**config.mk**
```make
export PLATFORM = sky130hd
export DESIGN_NAME = slpctl_top
export DESIGN_NICKNAME = d
export VERILOG_FILES = /design/src/rtl/slpctl_pkg.sv /design/src/rtl/slpctl_regs.sv /design/src/rtl/slpctl_bodseq.sv /design/src/rtl/slpctl_fsm.sv /design/src/rtl/slpctl_top.sv
export SDC_FILE = /design/constraint.sdc
export NUM_CORES = 1
export LEC_CHECK = 0
export ABC_AREA = 1
export BUFFER_PORTS_ARGS = -buffer_cell sky130_fd_sc_hd__buf_4
export CAP_MARGIN = 10
export CORE_MARGIN = 2
export CORE_UTILIZATION = 49
export CTS_CLUSTER_SIZE = 20
export DETAILED_ROUTE_END_ITERATION = 8
export GPL_ROUTABILITY_DRIVEN = 1
export PLACE_DENSITY = 0.77
export SLEW_MARGIN = 25
export SYNTH_ARGS = -nofsm -noshare
export SYNTH_HDL_FRONTEND = slang
export SYNTH_SLANG_ARGS = --single-unit
```
**constraint.sdc**
```tcl
create_clock -name clk -period 1.25 [get_ports clk]
set_input_delay 0.0625 -clock clk [delete_from_list [all_inputs] [get_ports clk]]
set_output_delay 0.0625 -clock clk [all_outputs]
set_load 0.1 [all_outputs]
```
**src/rtl/slpctl_pkg.sv**
```systemverilog
package slpctl_pkg;

  localparam int unsigned NMODE = 5;

  typedef enum logic {
    ST_RUN   = 1'b0,
    ST_SLEEP = 1'b1
  } slp_state_e;

  // Mode codes held in the sleep register (bits 3:1)
  localparam logic [2:0] CODE_IDLE  = 3'b000;
  localparam logic [2:0] CODE_ADCNR = 3'b001;
  localparam logic [2:0] CODE_PDOWN = 3'b010;
  localparam logic [2:0] CODE_PSAVE = 3'b011;
  localparam logic [2:0] CODE_STBY  = 3'b110;

  // One-hot mode vector; zero for reserved codes
  function automatic logic [NMODE-1:0] mode_decode(input logic [2:0] code);
    logic [NMODE-1:0] oh;
    oh = '0;
    case (code)
      CODE_IDLE:  oh[0] = 1'b1;
      CODE_ADCNR: oh[1] = 1'b1;
      CODE_PDOWN: oh[2] = 1'b1;
      CODE_PSAVE: oh[3] = 1'b1;
      CODE_STBY:  oh[4] = 1'b1;
      default:    oh    = '0;
    endcase
    return oh;
  endfunction

endpackage

```
**src/rtl/slpctl_regs.sv**
```systemverilog
module slpctl_regs #(
  parameter int unsigned          ADDR_W   = 2,
  parameter int unsigned          DATA_W   = 8,
  parameter logic [ADDR_W-1:0]    SLP_ADDR = '0,
  parameter logic [ADDR_W-1:0]    SYS_ADDR = 1
) (
  input  logic              clk,
  input  logic              rst_n,
  input  logic [ADDR_W-1:0] addr,
  input  logic [DATA_W-1:0] wdata,
  input  logic              we,
  input  logic              bods_bit,
  input  logic              unlock_bit,
  output logic [3:0]        slp_q,
  output logic              sys_wr,
  output logic              wr_bods,
  output logic              wr_unlock,
  output logic [DATA_W-1:0] rdata
);

  localparam int unsigned BODS_POS   = 6;
  localparam int unsigned UNLOCK_POS = 5;

  logic       slp_en;
  logic [3:0] slp_d;
  logic       unused_wbits;

  // next-state
  always_comb begin
    slp_en = we && (addr == SLP_ADDR);
    slp_d  = wdata[3:0];
  end

  // register
  always_ff @(posedge clk or negedge rst_n) begin
    if (!rst_n)      slp_q <= '0;
    else if (slp_en) slp_q <= slp_d;
  end

  assign sys_wr    = we && (addr == SYS_ADDR);
  assign wr_bods   = wdata[BODS_POS];
  assign wr_unlock = wdata[UNLOCK_POS];
  assign unused_wbits = ^{wdata[DATA_W-1:7], wdata[4]};

  // read mux
  always_comb begin
    rdata = '0;
    if (addr == SLP_ADDR) begin
      rdata[3:0] = slp_q;
    end else if (addr == SYS_ADDR) begin
      rdata[BODS_POS]   = bods_bit;
      rdata[UNLOCK_POS] = unlock_bit;
    end
  end

endmodule

```
**src/rtl/slpctl_bodseq.sv**
```systemverilog
module slpctl_bodseq #(
  parameter int unsigned WIN   = 4,
  parameter int unsigned DELAY = 3,
  parameter int unsigned HOLD  = 3
) (
  input  logic clk,
  input  logic rst_n,
  input  logic sys_wr,
  input  logic wr_bods,
  input  logic wr_unlock,
  output logic unlock_bit,
  output logic bods_bit,
  output logic bods_active
);

  localparam int unsigned LIFE = DELAY + HOLD;
  localparam int unsigned WW   = $clog2(WIN + 1);
  localparam int unsigned LW   = $clog2(LIFE + 1);

  logic [WW-1:0] win_q, win_d;
  logic [LW-1:0] life_q, life_d;
  logic          win_en, life_en;
  logic          arm_req, set_req;

  // next-state: unlock window
  always_comb begin
    arm_req = sys_wr && wr_bods && wr_unlock;
    set_req = sys_wr && wr_bods && !wr_unlock && (win_q != '0);
    win_en  = sys_wr || (win_q != '0);
    win_d   = win_q;
    if (win_q != '0) win_d = win_q - 1'b1;
    if (arm_req)                   win_d = WW'(WIN);
    else if (sys_wr && !wr_unlock) win_d = '0;
  end

  // next-state: disable-bit lifetime
  always_comb begin
    life_en = set_req || (life_q != '0);
    life_d  = life_q;
    if (life_q != '0) life_d = life_q - 1'b1;
    if (set_req)      life_d = LW'(LIFE);
  end

  // registers
  always_ff @(posedge clk or negedge rst_n) begin
    if (!rst_n)      win_q <= '0;
    else if (win_en) win_q <= win_d;
  end

  always_ff @(posedge clk or negedge rst_n) begin
    if (!rst_n)       life_q <= '0;
    else if (life_en) life_q <= life_d;
  end

  assign unlock_bit  = (win_q != '0);
  assign bods_bit    = (life_q != '0);
  assign bods_active = (life_q != '0) && (life_q <= LW'(HOLD));

endmodule

```
**src/rtl/slpctl_fsm.sv**
```systemverilog
module slpctl_fsm
  import slpctl_pkg::*;
(
  input  logic             clk,
  input  logic             rst_n,
  input  logic             sleep_exec,
  input  logic             wake,
  input  logic             se,
  input  logic [2:0]       mode_code,
  input  logic             bods_active,
  output logic [NMODE-1:0] mode_oh,
  output logic             bod_off
);

  slp_state_e       st_q, st_d;
  logic [NMODE-1:0] oh_d, dec;
  logic             bo_d, upd;

  // next-state
  always_comb begin
    dec  = mode_decode(mode_code);
    st_d = st_q;
    oh_d = mode_oh;
    bo_d = bod_off;
    upd  = 1'b0;
    case (st_q)
      ST_RUN: begin
        if (sleep_exec && se && (dec != '0)) begin
          st_d = ST_SLEEP;
          oh_d = dec;
          bo_d = bods_active;
          upd  = 1'b1;
        end
      end
      ST_SLEEP: begin
        if (wake) begin
          st_d = ST_RUN;
          oh_d = '0;
          bo_d = 1'b0;
          upd  = 1'b1;
        end
      end
      default: begin
        st_d = ST_RUN;
        oh_d = '0;
        bo_d = 1'b0;
        upd  = 1'b1;
      end
    endcase
  end

  // registers
  always_ff @(posedge clk or negedge rst_n) begin
    if (!rst_n) begin
      st_q    <= ST_RUN;
      mode_oh <= '0;
      bod_off <= 1'b0;
    end else if (upd) begin
      st_q    <= st_d;
      mode_oh <= oh_d;
      bod_off <= bo_d;
    end
  end

endmodule

```
**src/rtl/slpctl_top.sv**
```systemverilog
module slpctl_top
  import slpctl_pkg::*;
#(
  parameter int unsigned ADDR_W = 2,
  parameter int unsigned DATA_W = 8,
  parameter int unsigned WIN    = 4,
  parameter int unsigned DELAY  = 3,
  parameter int unsigned HOLD   = 3
) (
  input  logic              clk,
  input  logic              rst_n,
  input  logic [ADDR_W-1:0] reg_addr,
  input  logic [DATA_W-1:0] reg_wdata,
  input  logic              reg_we,
  output logic [DATA_W-1:0] reg_rdata,
  input  logic              sleep_exec,
  input  logic              wake,
  output logic [NMODE-1:0]  mode_oh,
  output logic              bod_off
);

  logic [3:0] slp_q;
  logic       sys_wr, wr_bods, wr_unlock;
  logic       unlock_bit, bods_bit, bods_active;

  slpctl_regs #(
    .ADDR_W   (ADDR_W),
    .DATA_W   (DATA_W),
    .SLP_ADDR (ADDR_W'(0)),
    .SYS_ADDR (ADDR_W'(1))
  ) u_regs (
    .clk        (clk),
    .rst_n      (rst_n),
    .addr       (reg_addr),
    .wdata      (reg_wdata),
    .we         (reg_we),
    .bods_bit   (bods_bit),
    .unlock_bit (unlock_bit),
    .slp_q      (slp_q),
    .sys_wr     (sys_wr),
    .wr_bods    (wr_bods),
    .wr_unlock  (wr_unlock),
    .rdata      (reg_rdata)
  );

  slpctl_bodseq #(
    .WIN   (WIN),
    .DELAY (DELAY),
    .HOLD  (HOLD)
  ) u_bodseq (
    .clk         (clk),
    .rst_n       (rst_n),
    .sys_wr      (sys_wr),
    .wr_bods     (wr_bods),
    .wr_unlock   (wr_unlock),
    .unlock_bit  (unlock_bit),
    .bods_bit    (bods_bit),
    .bods_active (bods_active)
  );

  slpctl_fsm u_fsm (
    .clk         (clk),
    .rst_n       (rst_n),
    .sleep_exec  (sleep_exec),
    .wake        (wake),
    .se          (slp_q[0]),
    .mode_code   (slp_q[3:1]),
    .bods_active (bods_active),
    .mode_oh     (mode_oh),
    .bod_off     (bod_off)
  );

endmodule

```
* After elaboration in Yosys (flattened, before gate mapping)
Cells that the tools add are included.
Operators by class: add/sub/neg operators 2, $lt $le $gt $ge 1, equality and inequality tests 7, muxes and demuxes 24, bitwise operators 1, reduce and logical (&&, ||, !) cells 23
Operators with widths (count):
- 3-bit 2-to-1 mux | 5
- 1-bit logical AND | 10
- 1-bit 2-to-1 mux | 10
- 5-bit 2-to-1 mux | 2
- 5-bit one-hot mux with 2 select lines | 1
- 3-bit nonzero test | 3
- 3-bit by 2-bit equality test with 1-bit output, second input constant | 2
- 1-bit one-hot mux with 2 select lines | 3
- 3-bit by 1-bit subtractor with 3-bit output, second input constant | 2
- 5-bit nonzero test | 1
- 2-bit 2-to-1 mux | 2
- 4-bit 2-to-1 mux | 1
- 2-bit AND reduction | 2
- 3-bit by 1-bit equality test with 1-bit output, second input constant | 1
- 3-bit equality test, second input constant | 1
- 3-bit by 2-bit <= comparator with 1-bit output, second input constant | 1
- 3-bit zero test | 1
- 3-bit AND reduction | 1
- 2-bit by 1-bit equality test with 1-bit output, second input constant | 1
- 2-bit zero test | 1
- 1-bit logical OR | 2
- 2-bit by 1-bit inequality test with 1-bit output, second input constant | 1
- 2-bit inequality test, second input constant | 1
- 2-bit nonzero test | 1
- 2 further kinds | 2
Word-level totals: flip-flop bits (word level) 17

* Logic depth before layout (Yosys ltp)
Gate-level depths: netlist of the first run.
depth after elaboration 7, mapped depth 7, mapped depth without buffers 7

* Hierarchy
Synthesis of the first run repeated with hierarchy kept, for this count alone.
Second synthesis, totals: cells, all modules 133, area total of the unflattened synthesis 989.7 um^2
By module, submodules not included:
- slpctl_bodseq | times used 1, cells each 55, area an instance 390.4 um^2
- slpctl_fsm | times used 1, cells each 38, area an instance 329.1 um^2
- slpctl_regs | times used 1, cells each 40, area an instance 270.3 um^2

* Worst setup path before layout of the first run
OpenSTA, ideal clock, no wires.
path kind reg-to-output, start point reg u_bodseq.life_q[0], end point out reg_rdata[6], arrival 2.063 ns, required time 1.188 ns, setup slack -0.875 ns, cell stages (with the launch flop) 6, path through dfrtp_1 -> inv_1 -> ha_1 -> nand2_1 -> inv_1 -> nor2_1
Between the ends: cells in the longest elaborated chain, start to end 3
RTL lines:
- start: declaration | RTL line slpctl_bodseq.sv:21 | logic [LW-1:0] life_q, life_d;
- start signal: assignment | RTL line slpctl_bodseq.sv:52 | else if (life_en) life_q <= life_d;
- 3-bit nonzero test | RTL line slpctl_bodseq.sv:56 | assign bods_bit = (life_q != '0);
- 2-bit 2-to-1 mux | RTL line slpctl_regs.sv:50 | end else if (addr == SYS_ADDR) begin
- 2-bit 2-to-1 mux | RTL line slpctl_regs.sv:48 | if (addr == SLP_ADDR) begin
- end: declaration | RTL line slpctl_top.sv:15 | output logic [DATA_W-1:0] reg_rdata,
Every way passes these cells.

* Worst setup path in the final report of the first run
start point reg u_bodseq.win_q[1], end point out reg_rdata[5]
Between the ends: cells in the longest elaborated chain, start to end 3
RTL lines:
- start: declaration | RTL line slpctl_bodseq.sv:20 | logic [WW-1:0] win_q, win_d;
- start signal: assignment | RTL line slpctl_bodseq.sv:47 | else if (win_en) win_q <= win_d;
- 3-bit nonzero test | RTL line slpctl_bodseq.sv:55 | assign unlock_bit = (win_q != '0);
- 2-bit 2-to-1 mux | RTL line slpctl_regs.sv:50
- 2-bit 2-to-1 mux | RTL line slpctl_regs.sv:48
Every way passes these cells.

==> metrics.txt, run 1 <==
Crit Path Class=reg2out; failing checks=setup timing; Critical Path Start Type=flop; Final Cycle Share=1.089; Filler Cell Count=119; DRT Wirelength=2572 um; maximum clock path buffer count=2; Leak=0.7715 nW; Ys Warns=0; commonest non-fill, non-tap cell in the layout=buf_4; max-cap violations=0; Final Instance Count excl. Fillers=194; post-synthesis sequential area ratio=0.4480; H-tree lvl count=1; setup violators final=4; RSZ-0062 raised after global routing=yes; synthesized cell area=949.7 um^2; Fmax achieved=0.7349 GHz; Core Rows=15; Area Growth Syn to Fin=54.28%; Clk Latency, worst-skew pair=0.30 ns; Nets=190; critical path arrival=1.30 ns; Tmin final=1.361 ns; syn avg cell area=7.597 um^2; post-placement cell count=176; final hold slack=0.01240 ns; largest net degree at the start of global routing=18; Starting Density=0.5326; # IOs=29; Sink Count=17; Netlist cell types=19; Worst setup EP type=output pin; final hold violation count=0; Antenna Nets Post-Route=0; die area=2306 um^2; GRT Overall Usage=0.2251; via count=961; GPL Wtd Cong=0.7518; Die Y=48.03 um; drt pass-1 iters=4; Syn Inst Count=125; vias in the first global route=864; cts bufs inserted=3; PortBufs=24; layout cells sized above 1=0.4379; root buffer cell=clkbuf_4; dpl hpwl=1554 um; clk slew on worst S/H paths=0.11 ns; antenna diode count=0; GR Overflow Total=0; Placeable Area=1783 um^2; First DRT Iteration DRCs=13; commonest non-fill, non-tap cells in the layout=34 x buf_4, 29 x nand2_1, 17 x dfrtp_1; Layout Skew=0.003642 ns; CP max FO=2; Pwr per Cell Area=2239 nW/um^2; Final Worst Setup Slack=-0.1107 ns; CTS tree=done; die width=48.03 um; required time worst endpoint=1.19 ns; max-slew violations=0; first-pass GRT wire length=3574 um; WL per Instance=13.26 um; outcome=finished with violations; DRC viols=0; post-synthesis register bit count=17; Hold WC Path Type=in2reg; Peak supply drop=1.418 mV; antenna violations before repair=0; vias per inst=4.954
## cell usage after synthesis
master | count | area [um^2]
nor3_1 | 2 | 10.01
nor2_1 | 19 | 71.32
dfrtp_1 | 17 | 425.4
inv_1 | 14 | 52.55
nand3_1 | 9 | 45.04
nand4_1 | 1 | 6.260
nand2_4 | 2 | 22.52
o21ai_0 | 3 | 15.01
ha_1 | 5 | 62.56
nor2_2 | 2 | 12.51
or2_1 | 1 | 6.260
conb_1 | 1 | 3.750
nand2_2 | 4 | 25.02
nand2_1 | 30 | 112.6
o21ai_1 | 1 | 5.000
or2_0 | 1 | 6.260
buf_4 | 2 | 15.01
inv_2 | 2 | 7.510
a21oi_1 | 9 | 45.04
## state kept, by name, summed over array words and instances, names as in the netlist
name,flops
u_bodseq.life_q,3
u_bodseq.win_q,3
u_fsm.bod_off,1
u_fsm.mode_oh,5
u_fsm.st_q,1
u_regs.slp_q,4
## power by group
group	internal, mW	leakage [nW]	switching, mW
Clock	0.119	0.0177	0.187
Combinational	0.800	0.546	1.30
Sequential	0.732	0.208	0.145
## kinds of logic (layout without fill, tap and decap cells)
group / count (synthesis) / in the layout / synth area share
fa+ha+maj: 5 / 5 / 0.06588
compound gates: 13 / 13 / 0.06850
buf+inv: 18 / 61 / 0.07905
simple gates: 71 / 71 / 0.3347
flops: 17 / 17 / 0.4480
other cells: 1 / 2 / 0.003949
## metal layers
layer  vias up  routed length, um  global-route usage
met5         -                  0                   0
met4         0                 46             0.09189
met3         8                117             0.03774
met2        34               1402              0.3813
met1       448               1005              0.2824
li1        471                  -                   -
## path summary, 6_finish.rpt
check | from | endpoint | slack [ns] | cells after the start
max | u_bodseq.win_q[1] | reg_rdata[5] | -0.11 | 6
min | reg_wdata[3] | u_regs.slp_q[3] | 0.01 | 3
max reg2reg | u_bodseq.win_q[1] | u_bodseq.life_q[1] | -0.02 | 8
min reg2reg | u_fsm.mode_oh[4] | u_fsm.mode_oh[4] | 0.52 | 2
max in group asynchronous | rst_n | u_fsm.mode_oh[1] | 0.90 | 2
min in group asynchronous | rst_n | u_bodseq.life_q[0] | 0.16 | 2
## through the flow
| step | worst slack [ns] | utilization | power (mW) | TNS [ns] | cell area (um^2) |
|---|---|---|---|---|---|
| finish | -0.1107 | 0.8218 | 3.280 | -0.2293 | 1465 |
| global route | -0.1592 | 0.8218 | 3.490 | -0.6470 | 1465 |
| detailed placement | -0.01446 | 0.6772 | 2.396 | -0.04030 | 1207 |
| floorplan | -0.4074 | - | 2.015 | -0.4074 | 988.4 |
| CTS | -0.1156 | 0.7705 | 3.013 | -0.2294 | 1374 |
| global placement | 0.01569 | 0.6772 | 2.333 | 0 | 1207 |
## final cells by class
cell class	instances	area, um^2	share of cell area
Clock buffer	3	22.52	0.01537
Clock inverter	1	5.005	0.003416
Inverter	16	62.56	0.04270
Multi-Input combinational cell	91	561.8	0.3834
Sequential cell	17	425.4	0.2903
Tap cell	25	31.28	0.02135
Timing Repair Buffer	41	356.6	0.2434
## timing repair
action	in CTS	in global routing
hold endpoints to repair	18	0
pin swaps	5	8
gates resized for setup	22	12
hold buffers	2	0
endpoints found under the setup margin	8	12
buffers inserted	6	6
## worst max-delay path, stage by stage (launching register included)
cell and delay, ns:
dfrtp_1 0.40, inv_2 0.06, ha_4 0.16, inv_2 0.06
nor2_4 0.04, nor2_4 0.10, buf_12 0.18
Power figures use the tool's default switching activity.
==> run 2: changes to the inputs <==
CTS_CLUSTER_DIAMETER = 80   (was default)
TNS_END_PERCENT = 5   (was default)
==> run 2 against run 1 <==
  * Final area is 6.4% lower
  * The run still ends with setup timing left
  * Critical path depth unchanged
  * Total power decreased by 7.2%
  * Clock skew is 0.0031 ns higher
  * Utilization down 5.3 points
  * Sequential power is 1% lower
  * Register-to-register slack improved by 0.04 ns
==> metrics.txt, run 2 (synthesis gave the netlist of run 1 again) <==
outcome=finished with violations; failing checks=setup timing; r2r setup slk=0.02 ns; commonest non-fill, non-tap cells in the layout=29 x nand2_1, 28 x buf_4, 17 x dfrtp_1; root buffer cell=clkbuf_4; setup violators final=2; Clk Latency, worst-skew pair=0.29 ns; CP max stage delay=0.40 ns; CP max FO=3; required time worst endpoint=1.19 ns; GPL Wtd Cong=0.8324; layout cells sized above 1=0.3889; GR Overflow Total=0; Largest register FFs=5; commonest non-fill, non-tap cell in the layout=nand2_1; final hold violation count=0; vias per inst=4.818; post-placement cell count=177; dpl hpwl=1492 um; Area Growth Syn to Fin=44.40%; antenna violations before repair=0; max-cap violations=0; via count=901; max-slew violations=0; drt pass-1 iters=4; Die Y=48.03 um; Final Cycle Share=1.075; RSZ-0062 raised after global routing=yes; GRT Overall Usage=0.2094; WL per Instance=11.61 um; Critical-path top delay cell=dfrtp_1; vias in the first global route=805; Largest Register=u_fsm.mode_oh; Leak=0.7288 nW; Final Worst Setup Slack=-0.09430 ns; antenna diode count=0; Peak supply drop=1.376 mV; H-tree lvl count=1; Crit Path Class=reg2out; Core Rows=15; Largest regs=u_fsm.mode_oh (5), u_regs.slp_q (4); clk slew on worst S/H paths=0.10 ns; maximum clock path buffer count=2; Critical Path Start Type=flop; DRC viols=0; largest net degree at the start of global routing=18; First DRT Iteration DRCs=17; final hold slack=0.01581 ns; cts bufs inserted=3; Starting Density=0.5326; PortBufs=24; Tmin final=1.344 ns; first-pass GRT wire length=3305 um; # IOs=29; cells along the critical path=inv_2, ha_4, inv_2, nor2_4, nor2_4, buf_12; Hold WC Path Type=in2reg; critical path arrival=1.28 ns; die width=48.03 um; Antenna Nets Post-Route=0; Layout Skew=0.006732 ns; Sink Count=17; die area=2306 um^2; DRT Wirelength=2172 um; Nets=183; Final Instance Count excl. Fillers=187; Pwr per Cell Area=2219 nW/um^2; Fmax achieved=0.7439 GHz; Worst setup EP type=output pin; CTS tree=done; Placeable Area=1783 um^2
==> run 2: changes by cell type in the layout (fill, tap and decap cells not counted), sizes merged <==
cell | before | now
clkbuf | 3 | 4
clkinv | 1 | 0
buf | 39 | 32
==> run 2: worst paths after layout <==
| check | start | end | depth (start not counted) |
|---|---|---|---|
| setup / recovery | u_bodseq.win_q[0] | reg_rdata[5] | 6 |
| hold / removal | reg_wdata[3] | u_regs.slp_q[3] | 3 |
| setup reg to reg | u_bodseq.win_q[0] | u_bodseq.win_q[1] | 7 |
| hold reg to reg | u_fsm.mode_oh[4] | u_fsm.mode_oh[4] | 2 |
| max in group asynchronous | rst_n | u_regs.slp_q[2] | 2 |
| min in group asynchronous | rst_n | u_bodseq.win_q[1] | 2 |
==> run 2: worst max-delay path, delay by kind of cell (launching register included) <==
family,cells,cell delay [ns]
fa+ha+maj,1,0.13
flops,1,0.40
simple gates,2,0.16
buf+inv,3,0.29
==> run 2: metal layers <==
layer,global-route usage,up-vias,wire length (um)
met5,0,-,0
li1,-,460,-
met3,0.04528,2,82
met2,0.3733,22,1162
met1,0.2448,417,915
met4,0.07568,0,12
==> run 2: cell type report <==
class | instances | area (um^2)
inverter | 16 | 60.06
timing repair buffer | 34 | 305.3
multi-input combinational | 91 | 523.0
sequential | 17 | 425.4
fill | 123 | 411.6
tap | 25 | 31.28
clock buffer | 4 | 26.28
==> run 2: what timing repair did <==
| item | in CTS | in global routing |
|---|---|---|
| pin swaps | 5 | 4 |
| resized for setup | 21 | 8 |
| hold buffers | 2 | 0 |
| setup buffers | 4 | 0 |
| endpoints found under the setup margin | 4 | 9 |
| hold endpoints to repair | 18 | 0 |
==> run 2: per-stage QoR <==
step           instance area [um^2]  setup TNS (ns)  power (mW)  setup WS (ns)  utilization
6_report                       1371         -0.1815       3.042       -0.09430       0.7691
5_1_grt                        1371         -0.4844       3.253        -0.1578       0.7691
4_1_cts                        1346         -0.2313       2.976        -0.1175       0.7551
3_5_place_dp                   1195               0       2.398        0.06078       0.6702
3_3_place_gp                   1195               0       2.335        0.07818       0.6702
2_1_floorplan                 968.4         -0.8346       1.996        -0.4074            -
==> run 2: where the power goes <==
part	switching (mW)	internal, mW	leakage, nW
Clock	0.171	0.124	0.0150
Combinational	1.20	0.681	0.506
Sequential	0.137	0.731	0.208
==> run 3: changes to the inputs <==
SKIP_CTS_REPAIR_TIMING = 1   (was default)
==> run 3 against run 2 <==
  * The run still ends with setup timing left
  * Critical path depth is the same
  * First-iteration DRC count down 35%
  * Final area shrank 1.5%
  * Largest cell class unchanged
==> metrics.txt, run 3 (synthesis gave the netlist of run 1 again) <==
Leak=0.7150 nW; R2R depth=7; WL per Instance=11.55 um; DR WL met2=1141 um; clock network fraction of total power=0.098; via count=883; Hold Startpoint=reg_wdata[2]; commonest non-fill, non-tap cell in the layout=nand2_1; antenna diode count=0; cells along the critical path=inv_2, ha_4, inv_2, nor2_4, nor2_4, buf_12; CP max FO=3; Clk Latency, worst-skew pair=0.29 ns; post-placement cell count=177; max-slew violations=0; max-cap violations=0; NetSw=1.494 mW; Pwr per Cell Area=2206 nW/um^2; critical path arrival=1.32 ns; setup violators final=2; Final Cycle Share=1.105; dpl hpwl=1492 um; GRT Overall Usage=0.1893; Hold Path Depth=3; Logic pwr share=0.611; Core Rows=15; H-tree lvl count=1; Worst setup EP type=output pin; Max Used Layer=met4; # IOs=29; Buf/Inv on CP=3; root buffer cell=clkbuf_4; drt pass-1 iters=4; required time worst endpoint=1.19 ns; failing checks=setup timing; Reg-to-Reg End=u_bodseq.win_q[1]; Flop pwr share=0.291; Area Growth Syn to Fin=42.29%; die width=48.03 um; CP max stage delay=0.40 ns; Fmax achieved=0.7241 GHz; Placeable Area=1783 um^2; met3 wire len=57 um; CTS tree=done; Die Y=48.03 um; Critical-path top delay cell=dfrtp_1; Nets=180; Largest register FFs=5; Tmin final=1.381 ns; RSZ-0062 raised after global routing=yes; layout cells sized above 1=0.3774; r2r setup slk=0 ns; cell family with most CP delay=flip-flops; met1 wire length=913 um; First DRT Iteration DRCs=11; GPL Wtd Cong=0.8324; GR Overflow Total=0; Largest regs=u_fsm.mode_oh (5), u_regs.slp_q (4); Int Pwr=1.487 mW; antenna violations before repair=0; vias per inst=4.799; die area=2306 um^2; maximum clock path buffer count=2; clk slew on worst S/H paths=0.09 ns; final hold violation count=0; R2R Path Start=u_bodseq.win_q[0]; Largest Register=u_fsm.mode_oh; Peak supply drop=1.598 mV; Sink Count=17; Crit Path Class=reg2out; first-pass GRT wire length=2911 um; Final Worst Setup Slack=-0.1310 ns; Hold WC Path Type=in2reg; setup TNS=-0.2494 ns; PortBufs=24; Layout Skew=0.0009049 ns; largest net degree at the start of global routing=18; Starting Density=0.5326; vias in the first global route=728; cts bufs inserted=3; Final Instance Count excl. Fillers=184; Critical Path Start Type=flop; Sw Share=0.5011; Hold Path End=u_regs.slp_q[2]; outcome=finished with violations; commonest non-fill, non-tap cells in the layout=29 x nand2_1, 25 x buf_4, 17 x dfrtp_1; DRT Wirelength=2125 um; DRC viols=0; Antenna Nets Post-Route=0
==> run 3: cell types whose count changed in the layout (fill, tap and decap cells not counted) <==
cell	before	now
inv_4	0	1
inv_2	9	8
buf_4	28	25
==> run 3: worst register-to-register path, stage by stage (launching register included) <==
cell     delay (ns)
dfrtp_1        0.40
inv_2          0.09
ha_4           0.13
inv_2          0.04
nor2_4         0.14
buf_4          0.14
or2_0          0.12
a21oi_2        0.06
==> run 3: power by group through the flow <==
| stage | Sequential [mW] | Combinational, mW | Clock, mW |
|---|---|---|---|
| finish | 0.869 | 1.82 | 0.292 |
| global route | 0.888 | 1.97 | 0.327 |
| CTS | 0.847 | 1.54 | 0.314 |
| detailed placement | 0.857 | 1.54 | 0 |
| global placement | 0.850 | 1.48 | 0 |
| floorplan | 1.21 | 0.791 | 0 |
==> run 3: per-stage QoR <==
step | utilization | setup slack [ns] | hold WS [ns] | total power [mW] | area (um^2)
6_report | 0.7579 | -0.1310 | 0.01522 | 2.981 | 1351
3_3_place_gp | 0.6702 | 0.07818 | -0.06287 | 2.335 | 1195
4_1_cts | 0.6849 | -0.2710 | -0.3921 | 2.706 | 1221
5_1_grt | 0.7579 | -0.1962 | 0.01101 | 3.188 | 1351
3_5_place_dp | 0.6702 | 0.06078 | -0.06055 | 2.398 | 1195
2_1_floorplan | - | -0.4074 | -0.2331 | 1.996 | 968.4
==> run 3: routing by layer <==
metal / up-vias / track usage
li1: 455 / -
met1: 411 / 0.2261
met5: - / 0
met2: 15 / 0.3227
met3: 2 / 0.03396
met4: 0 / 0.09730
==> run 3: worst max path at each step <==
stage,startpoint,endpoint,slack (ns),depth (start not counted)
finish,u_bodseq.win_q[0],reg_rdata[5],-0.13,6
floorplan,u_bodseq.life_q[0],reg_rdata[6],-0.41,5
global placement,u_bodseq.win_q[0],u_bodseq.life_q[1],0.08,7
global route,u_bodseq.win_q[0],reg_rdata[5],-0.20,6
detailed placement,u_bodseq.win_q[0],u_bodseq.life_q[1],0.06,7
CTS,u_bodseq.life_q[0],reg_rdata[6],-0.27,6
==> run 3: area by class of cell <==
class / count / area [um^2]
repair buffers: 31 / 282.8
inverters: 16 / 62.56
clock buffers: 4 / 26.28
well taps: 25 / 31.28
fillers: 130 / 431.7
multi-input cells: 91 / 523.0
flip-flops and latches: 17 / 425.4
